### config.mk
export PLATFORM = sky130hd
export DESIGN_NAME = brkpt_nmi_unit
export DESIGN_NICKNAME = d
export VERILOG_FILES = /design/src/rtl/brkpt_pkg.sv /design/src/rtl/bus_cycle_detect.sv /design/src/rtl/brk_regfile.sv /design/src/rtl/brk_compare.sv /design/src/rtl/brkpt_nmi_unit.sv
export SDC_FILE = /design/constraint.sdc
export NUM_CORES = 1
export LEC_CHECK = 0
export ABC_AREA = 1
export BUFFER_PORTS_ARGS = -buffer_cell sky130_fd_sc_hd__buf_2
export CORE_MARGIN = 2
export CORE_UTILIZATION = 50
export CTS_CLUSTER_SIZE = 14
export DETAILED_ROUTE_END_ITERATION = 16
export HOLD_SLACK_MARGIN = 0.05
export PLACE_DENSITY = 0.87
export SLEW_MARGIN = 20
export SYNTH_ARGS = -nofsm -noshare
export SYNTH_HDL_FRONTEND = slang
export SYNTH_SLANG_ARGS = --single-unit
### constraint.sdc
create_clock -name clk -period 1.09 [get_ports clk]
set_input_delay 0.218 -clock clk [delete_from_list [all_inputs] [get_ports clk]]
set_output_delay 0.218 -clock clk [all_outputs]
set_load 0.02 [all_outputs]
### src/rtl/brkpt_pkg.sv
package brkpt_pkg;

  typedef enum logic [1:0] {
    CYC_IDLE  = 2'd0,
    CYC_PROG  = 2'd1,
    CYC_PROBE = 2'd2
  } cyc_kind_e;

  // True when addr shares all bits above the window size with base.
  function automatic logic in_window(input logic [31:0] addr,
                                     input logic [31:0] base,
                                     input int unsigned win_bits);
    return (addr >> win_bits) == (base >> win_bits);
  endfunction

  // Byte offset of addr inside its window.
  function automatic logic [31:0] win_offset(input logic [31:0] addr,
                                             input int unsigned win_bits);
    return addr & ((32'd1 << win_bits) - 32'd1);
  endfunction

endpackage

### src/rtl/bus_cycle_detect.sv
module bus_cycle_detect
  import brkpt_pkg::*;
#(
  parameter int unsigned ADDR_W   = 24,
  parameter logic [31:0] WIN_BASE = 32'h00FF_FF00,
  parameter int unsigned WIN_BITS = 8
) (
  input  logic              clk,
  input  logic              rst_n,
  input  logic              as_n,
  input  logic              wr_n,
  input  logic [ADDR_W-1:0] addr,
  output logic              cyc_start,
  output cyc_kind_e         cyc_kind
);

  logic as_prev_q;
  logic win_hit;

  always_ff @(posedge clk) begin
    if (!rst_n) as_prev_q <= 1'b1;
    else        as_prev_q <= as_n;
  end

  assign cyc_start = !as_n && as_prev_q;
  assign win_hit   = in_window(32'(addr), WIN_BASE, WIN_BITS);

  always_comb begin
    if (!cyc_start)           cyc_kind = CYC_IDLE;
    else if (!wr_n && win_hit) cyc_kind = CYC_PROG;
    else                      cyc_kind = CYC_PROBE;
  end


  no_back_to_back_start_chk: assert property (@(posedge clk) disable iff (!rst_n)
    cyc_start |=> !cyc_start);

endmodule

### src/rtl/brk_regfile.sv
module brk_regfile
  import brkpt_pkg::*;
#(
  parameter int unsigned ADDR_W   = 24,
  parameter int unsigned DATA_W   = 8,
  parameter int unsigned WIN_BITS = 8
) (
  input  logic              clk,
  input  logic              rst_n,
  input  logic              prog_evt,
  input  logic [ADDR_W-1:0] addr,
  input  logic [DATA_W-1:0] data,
  output logic [ADDR_W-1:0] brk_addr,
  output logic              armed
);

  localparam int unsigned NBYTES = ADDR_W / DATA_W;
  localparam int unsigned EN_OFF = NBYTES;

  logic [31:0] offset;
  logic        arm_wr;

  assign offset = win_offset(32'(addr), WIN_BITS);
  assign arm_wr = prog_evt && (offset == 32'(EN_OFF));

  // Offset 0 holds the most significant byte.
  for (genvar i = 0; i < NBYTES; i++) begin : g_byte
    logic [DATA_W-1:0] byte_q;
    logic              byte_wr;
    assign byte_wr = prog_evt && (offset == 32'(i));
    always_ff @(posedge clk) begin
      if (!rst_n)       byte_q <= '0;
      else if (byte_wr) byte_q <= data;
    end
    assign brk_addr[(NBYTES-1-i)*DATA_W +: DATA_W] = byte_q;
  end

  always_ff @(posedge clk) begin
    if (!rst_n)      armed <= 1'b0;
    else if (arm_wr) armed <= data[0];
  end


  hold_without_prog_chk: assert property (@(posedge clk) disable iff (!rst_n)
    !prog_evt |=> ($stable(brk_addr) && $stable(armed)));


  arm_follows_bit0_chk: assert property (@(posedge clk) disable iff (!rst_n)
    arm_wr |=> (armed == $past(data[0])));

endmodule

### src/rtl/brk_compare.sv
module brk_compare
  import brkpt_pkg::*;
#(
  parameter int unsigned ADDR_W = 24
) (
  input  logic              clk,
  input  logic              rst_n,
  input  cyc_kind_e         cyc_kind,
  input  logic [ADDR_W-1:0] addr,
  input  logic [ADDR_W-1:0] brk_addr,
  input  logic              armed,
  output logic              nmi_n,
  output logic              hit
);

  assign hit = (cyc_kind == CYC_PROBE) && armed && (addr == brk_addr);

  always_ff @(posedge clk) begin
    if (!rst_n) nmi_n <= 1'b1;
    else        nmi_n <= !hit;
  end


  single_clock_pulse_chk: assert property (@(posedge clk) disable iff (!rst_n)
    !nmi_n |=> nmi_n);


  prog_never_fires_chk: assert property (@(posedge clk) disable iff (!rst_n)
    (cyc_kind == CYC_PROG) |=> nmi_n);


  disarmed_quiet_chk: assert property (@(posedge clk) disable iff (!rst_n)
    ((cyc_kind == CYC_PROBE) && !armed) |=> nmi_n);

endmodule

### src/rtl/brkpt_nmi_unit.sv
module brkpt_nmi_unit
  import brkpt_pkg::*;
#(
  parameter int unsigned ADDR_W   = 24,
  parameter int unsigned DATA_W   = 8,
  parameter logic [31:0] WIN_BASE = 32'h00FF_FF00,
  parameter int unsigned WIN_BITS = 8
) (
  input  logic              clk,
  input  logic              rst_n,
  input  logic [ADDR_W-1:0] bus_addr,
  input  logic [DATA_W-1:0] bus_data,
  input  logic              bus_wr_n,
  input  logic              bus_as_n,
  output logic              nmi_n
);

  logic              cyc_start;
  cyc_kind_e         cyc_kind;
  logic              prog_evt;
  logic [ADDR_W-1:0] brk_addr;
  logic              armed;
  logic              hit;

  bus_cycle_detect #(
    .ADDR_W(ADDR_W), .WIN_BASE(WIN_BASE), .WIN_BITS(WIN_BITS)
  ) u_detect (
    .clk(clk), .rst_n(rst_n), .as_n(bus_as_n), .wr_n(bus_wr_n),
    .addr(bus_addr), .cyc_start(cyc_start), .cyc_kind(cyc_kind)
  );

  assign prog_evt = (cyc_kind == CYC_PROG);

  brk_regfile #(
    .ADDR_W(ADDR_W), .DATA_W(DATA_W), .WIN_BITS(WIN_BITS)
  ) u_regs (
    .clk(clk), .rst_n(rst_n), .prog_evt(prog_evt), .addr(bus_addr),
    .data(bus_data), .brk_addr(brk_addr), .armed(armed)
  );

  brk_compare #(
    .ADDR_W(ADDR_W)
  ) u_cmp (
    .clk(clk), .rst_n(rst_n), .cyc_kind(cyc_kind), .addr(bus_addr),
    .brk_addr(brk_addr), .armed(armed), .nmi_n(nmi_n), .hit(hit)
  );


  held_strobe_quiet_chk: assert property (@(posedge clk) disable iff (!rst_n)
    (!bus_as_n && !$past(bus_as_n)) |=> nmi_n);


  pulse_needs_start_chk: assert property (@(posedge clk) disable iff (!rst_n)
    $fell(nmi_n) |-> $past(cyc_start));


  reset_state_chk: assert property (@(posedge clk)
    !rst_n |=> (nmi_n && !armed && (brk_addr == '0)));

endmodule

== Yosys cells after proc, flatten, opt, wreduce, memory -nomap -nowiden ==
Index checks and enable logic that the tools add are counted.
W data, S select, Z words.
Storage, ports and cells
  bits of input ports: 36
  flip-flop bits (word level): 27
Cells by class
  equality and inequality tests: 7
  reduce and logical (&&, ||, !) cells: 12
  mux-type cells: 2
Operators by type and width (number)
  $logic_not A32 Y1: 1
  $eq A24 B24 Y1: 1
  $eq A16 B16 Y1 const B: 1
  $eq A8 B2 Y1 const B: 2
  $eq A8 B1 Y1 const B: 1
  $logic_and A1 B1 Y1: 8
  $mux W2: 2
  $logic_not A1 Y1: 3
  $eq A2 B1 Y1 const B: 1
  $eq A2 B2 Y1 const B: 1

== Logic depth before layout (Yosys ltp) ==
  word-level depth: 8
  depth in mapped cells: 9

== Modules after synthesis ==
A second synthesis with hierarchy kept.
Second synthesis, totals
  cell total of the unflattened synthesis: 276
  area, all modules: 1760.4 µm²
Modules (own cells, without submodules)
  brk_regfile: area each 1187.4 µm², times used 1, cells each 164
  brk_compare: area each 442.9 µm², times used 1, cells each 87
  bus_cycle_detect: area each 120.1 µm², times used 1, cells each 23
  brkpt_nmi_unit: area each 10.0 µm², times used 1, cells each 2

== Worst setup path before layout ==
No wires, ideal clock.
  kind: reg2reg
  from: register u_detect.as_prev_q
  to: register u_regs.g_byte[1].byte_q[0]
  path slack: -109 ps
  stages on the path, launching flop included: 8
  data arrival time: 1086 ps
  clock period less this slack: 1199 ps
  setup time: 113 ps
  buffers on the path: 2
  cell sequence: dfxtp_1 inv_1 nor2_4 buf_2 buf_2 nand4_1 nand2_1 nor2_1
Between the ends
  longest elaborated chain between the ends: 4
RTL lines
  start, declared: line bus_cycle_detect.sv:17  | logic as_prev_q;
  start signal, assigned: line bus_cycle_detect.sv:22  | else as_prev_q <= as_n;
  $logic_and A1 B1 Y1: line bus_cycle_detect.sv:25  | assign cyc_start = !as_n && as_prev_q;
  $mux W2: line bus_cycle_detect.sv:29  | if (!cyc_start) cyc_kind = CYC_IDLE;
  $eq A2 B1 Y1: line brkpt_nmi_unit.sv:32  | assign prog_evt = (cyc_kind == CYC_PROG);
  $logic_and A1 B1 Y1: line brk_regfile.sv:30  | assign byte_wr = prog_evt && (offset == 32'(i));
  end signal, assigned: line brk_regfile.sv:33  | else if (byte_wr) byte_q <= data;
  end, declared: line brk_regfile.sv:28  | logic [DATA_W-1:0] byte_q;
Every way passes these cells.
A chain may end at the register's enable or synchronous reset.

== Worst setup path after layout ==
  from: register u_detect.as_prev_q
  to: register u_regs.g_byte[0].byte_q[2]
Between the ends
  longest elaborated chain between the ends: 4
RTL lines (line)
  $logic_and A1 B1 Y1: bus_cycle_detect.sv:25
  $mux W2: bus_cycle_detect.sv:29
  $eq A2 B1 Y1: brkpt_nmi_unit.sv:32
  $logic_and A1 B1 Y1: brk_regfile.sv:30
  end signal, assigned: brk_regfile.sv:33
  end, declared: brk_regfile.sv:28
Every way passes these cells.

==> results.txt <==
core box area: 3630 µm²
path category of the worst min-delay check: in2reg
Metal-1 WL: 2.09 mm
drt drc: 0
Worst EP required: 1.30 ns
cell count after synthesis: 290
area grow syn2layout: 35.0%
Fill cells: 284
Final Hold Vio Count: 0
Worst Max-Slew Pin Slew: 0.263 ns
CP Max Fanout: 8
top cell type's share of synthesized area: 28.7%
CP Capture Type: register
met2 WL post-DR: 2.59 mm
CP startpoint kind: register
failing checks: negative setup slack
Die H: 65.4 µm
DR vias/cell: 4.91
nets: 400
hold_sp: bus_as_n
Root Buffer: clkbuf_8
Hold Buf Count CTS: 0
Final Max Tran Viols: 0
Clock Latency Late Sink: 0.28 ns
clk buf depth: 2
Top Ports: 37
setup violators final: 25
CTS sink cnt: 27
RR Endpoint: u_regs.g_byte[0].byte_q[2]
Avg WL per Cell: 12.5 µm
Placement Setup Slack: -0.310 ns
Syn Nets: 326
die width: 65.4 µm
Mapped Area: 1880 µm²
post-route worst setup slack: -0.131 ns
worst r2r path cells: 7
Critical Path AT: 1.43 ns
sequential-to-total area share from yosys stat: 28.7%
post-route ant nets: 0
most frequent cells in the layout: 63 x nand2_1, 51 x inv_1, 37 x buf_4, 36 x nor2_1, 36 x buf_2
number of global-route vias before repair: 1894
Reg area: 542 µm²
PD cells: 789 nW/µm²
Unique masters post-synth: 25
yosys warns: 0
all-layer global routing usage: 24.9%
synthesis-stage register bit count: 27
most common cell after layout, fill and taps aside: nand2_1
Static Leak: 1.27 nW
WHS Path Cells: 3
WL met3: 294 µm
post-DP HPWL: 3.78 mm
H-tree Lvls: 1
worst r2r src: u_detect.as_prev_q
hold_ws: 0.155 ns
die area: 4270 µm²
clock buffer count from CTS: 3
Clock Skew: 0.00865 ns
Row Count: 22
max_cap viols: 0
run status: complete, but fails checks
initial antenna violation count: 0
Worst Hold Endpoint: u_detect.as_prev_q
layout cells sized above 1: 36.1%
Peak VDD IR: 909 µV
Initial DRC Count: 123
kind of critical path: reg2reg
port buffer count: 36
flop-to-flop setup slack: -0.13 ns
Relative slew margins: 82.4%
final wirelength: 5.14 mm
largest net degree at the start of global routing: 27
Remaining Overflow, GRT: 0
first-pass GRT wire length: 8.21 mm
most area-consuming cells after synthesis: dfxtp_1 29%, nand2_1 15%, inv_1 12%, nand4_1 9.6%, nor2_1 9.4%
Period minus WS final: 1.22 ns
CTS tree: built
routability congestion estimate: 0.911
fmax: 0.819 GHz
multi-input logic area: 1130 µm²
RSZ-0062 raised after global routing: yes
DR top layer: met4
DR pass1 iterations: 4
synthesized area per cell: 6.49 µm²
area leader, netlist: dfxtp_1
via count: 2018
Reg clk slew, reported paths: 0.11 ns
Final Cycle Share: 112%
# diodes: 0
initial core utilization: 51.8%
==> repair_timing <==
action                                  CTS  global route
endpoints found under the setup margin   21            26
resized for setup                         7            21
setup buffers                             3             2
pin swaps                                14            16
==> synth_stat cells (all sizes together) <==
master,count
buf,6
clkbuf,2
dfxtp,27
inv,61
nand2,77
nand3,8
nand3b,1
nand4,31
nor2,56
nor3,1
o21ai,2
o22ai,2
xnor2,16
==> state kept, by name, indices dropped and copies added (netlist names) <==
signal / count
u_regs.g_byte.byte_q: 24
u_cmp.nmi_n: 1
u_detect.as_prev_q: 1
u_regs.armed: 1
==> power by group <==
group | total (mW) | internal [mW] | switching (mW)
clock | 0.611 | 0.260 | 0.351
sequential | 0.989 | 0.988 | 0.000753
combinational | 0.404 | 0.194 | 0.210
total | 2.00 | 1.44 | 0.561
==> logic make-up after synthesis <==
group / after synthesis / synth area share, %
AO/OA/AOI/OAI: 4 / 1.20
XOR/XNOR: 16 / 7.44
buffers and inverters: 69 / 15.0
flip-flops: 27 / 28.7
AND/OR/NAND/NOR: 174 / 47.6
==> through the flow <==
stage | total power [mW] | instance area, µm² | setup TNS (ns) | std cells | util [%]
2_1_floorplan | 1.19 | 1940 | -0.0129 | 290 | -
3_3_place_gp | 1.37 | 2390 | -6.43 | 402 | 65.7
3_5_place_dp | 1.38 | 2390 | -7.17 | 402 | 65.7
4_1_cts | 1.98 | 2480 | -0.376 | 409 | 68.3
5_1_grt | 2.08 | 2540 | -3.91 | 411 | 69.9
6_report | 2.00 | 2540 | -1.60 | 411 | 69.9
==> worst max-delay path by stage <==
stage / startpoint / endpoint / slack (ns) / cells after the start
2_1_floorplan: u_detect.as_prev_q / u_cmp.nmi_n / -0.003 / 8
3_3_place_gp: bus_wr_n / u_regs.g_byte[0].byte_q[1] / -0.29 / 10
3_5_place_dp: bus_wr_n / u_regs.g_byte[0].byte_q[1] / -0.31 / 10
4_1_cts: u_detect.as_prev_q / u_cmp.nmi_n / -0.06 / 7
5_1_grt: u_detect.as_prev_q / u_regs.g_byte[0].byte_q[2] / -0.22 / 7
6_report: u_detect.as_prev_q / u_regs.g_byte[0].byte_q[2] / -0.13 / 7
==> worst max-delay path, stage by stage (launching register included) <==
cell and delay, ns:
dfxtp_2 0.33, inv_2 0.04, nor2_4 0.15, buf_4 0.15, nand4_4 0.18, nand2_2 0.09
inv_1 0.05, nor2_1 0.16
==> metal layers <==
layer  vias to the layer above  global-route usage [%]
li1                       1033                       -
met1                       900                    30.3
met2                        71                    42.9
met3                        14                    3.94
met4                         0                    11.5
met5                         -                       0
==> layout make-up <==
cell class	count	share of cell area, %
Multi-Input combinational cell	194	44.7
Timing Repair Buffer	77	20.1
Inverter	61	9.60
Clock buffer	3	1.62
Sequential cell	27	21.3
Clock inverter	1	0.295
Tap cell	48	2.36
(Power assumes the default switching activity.)
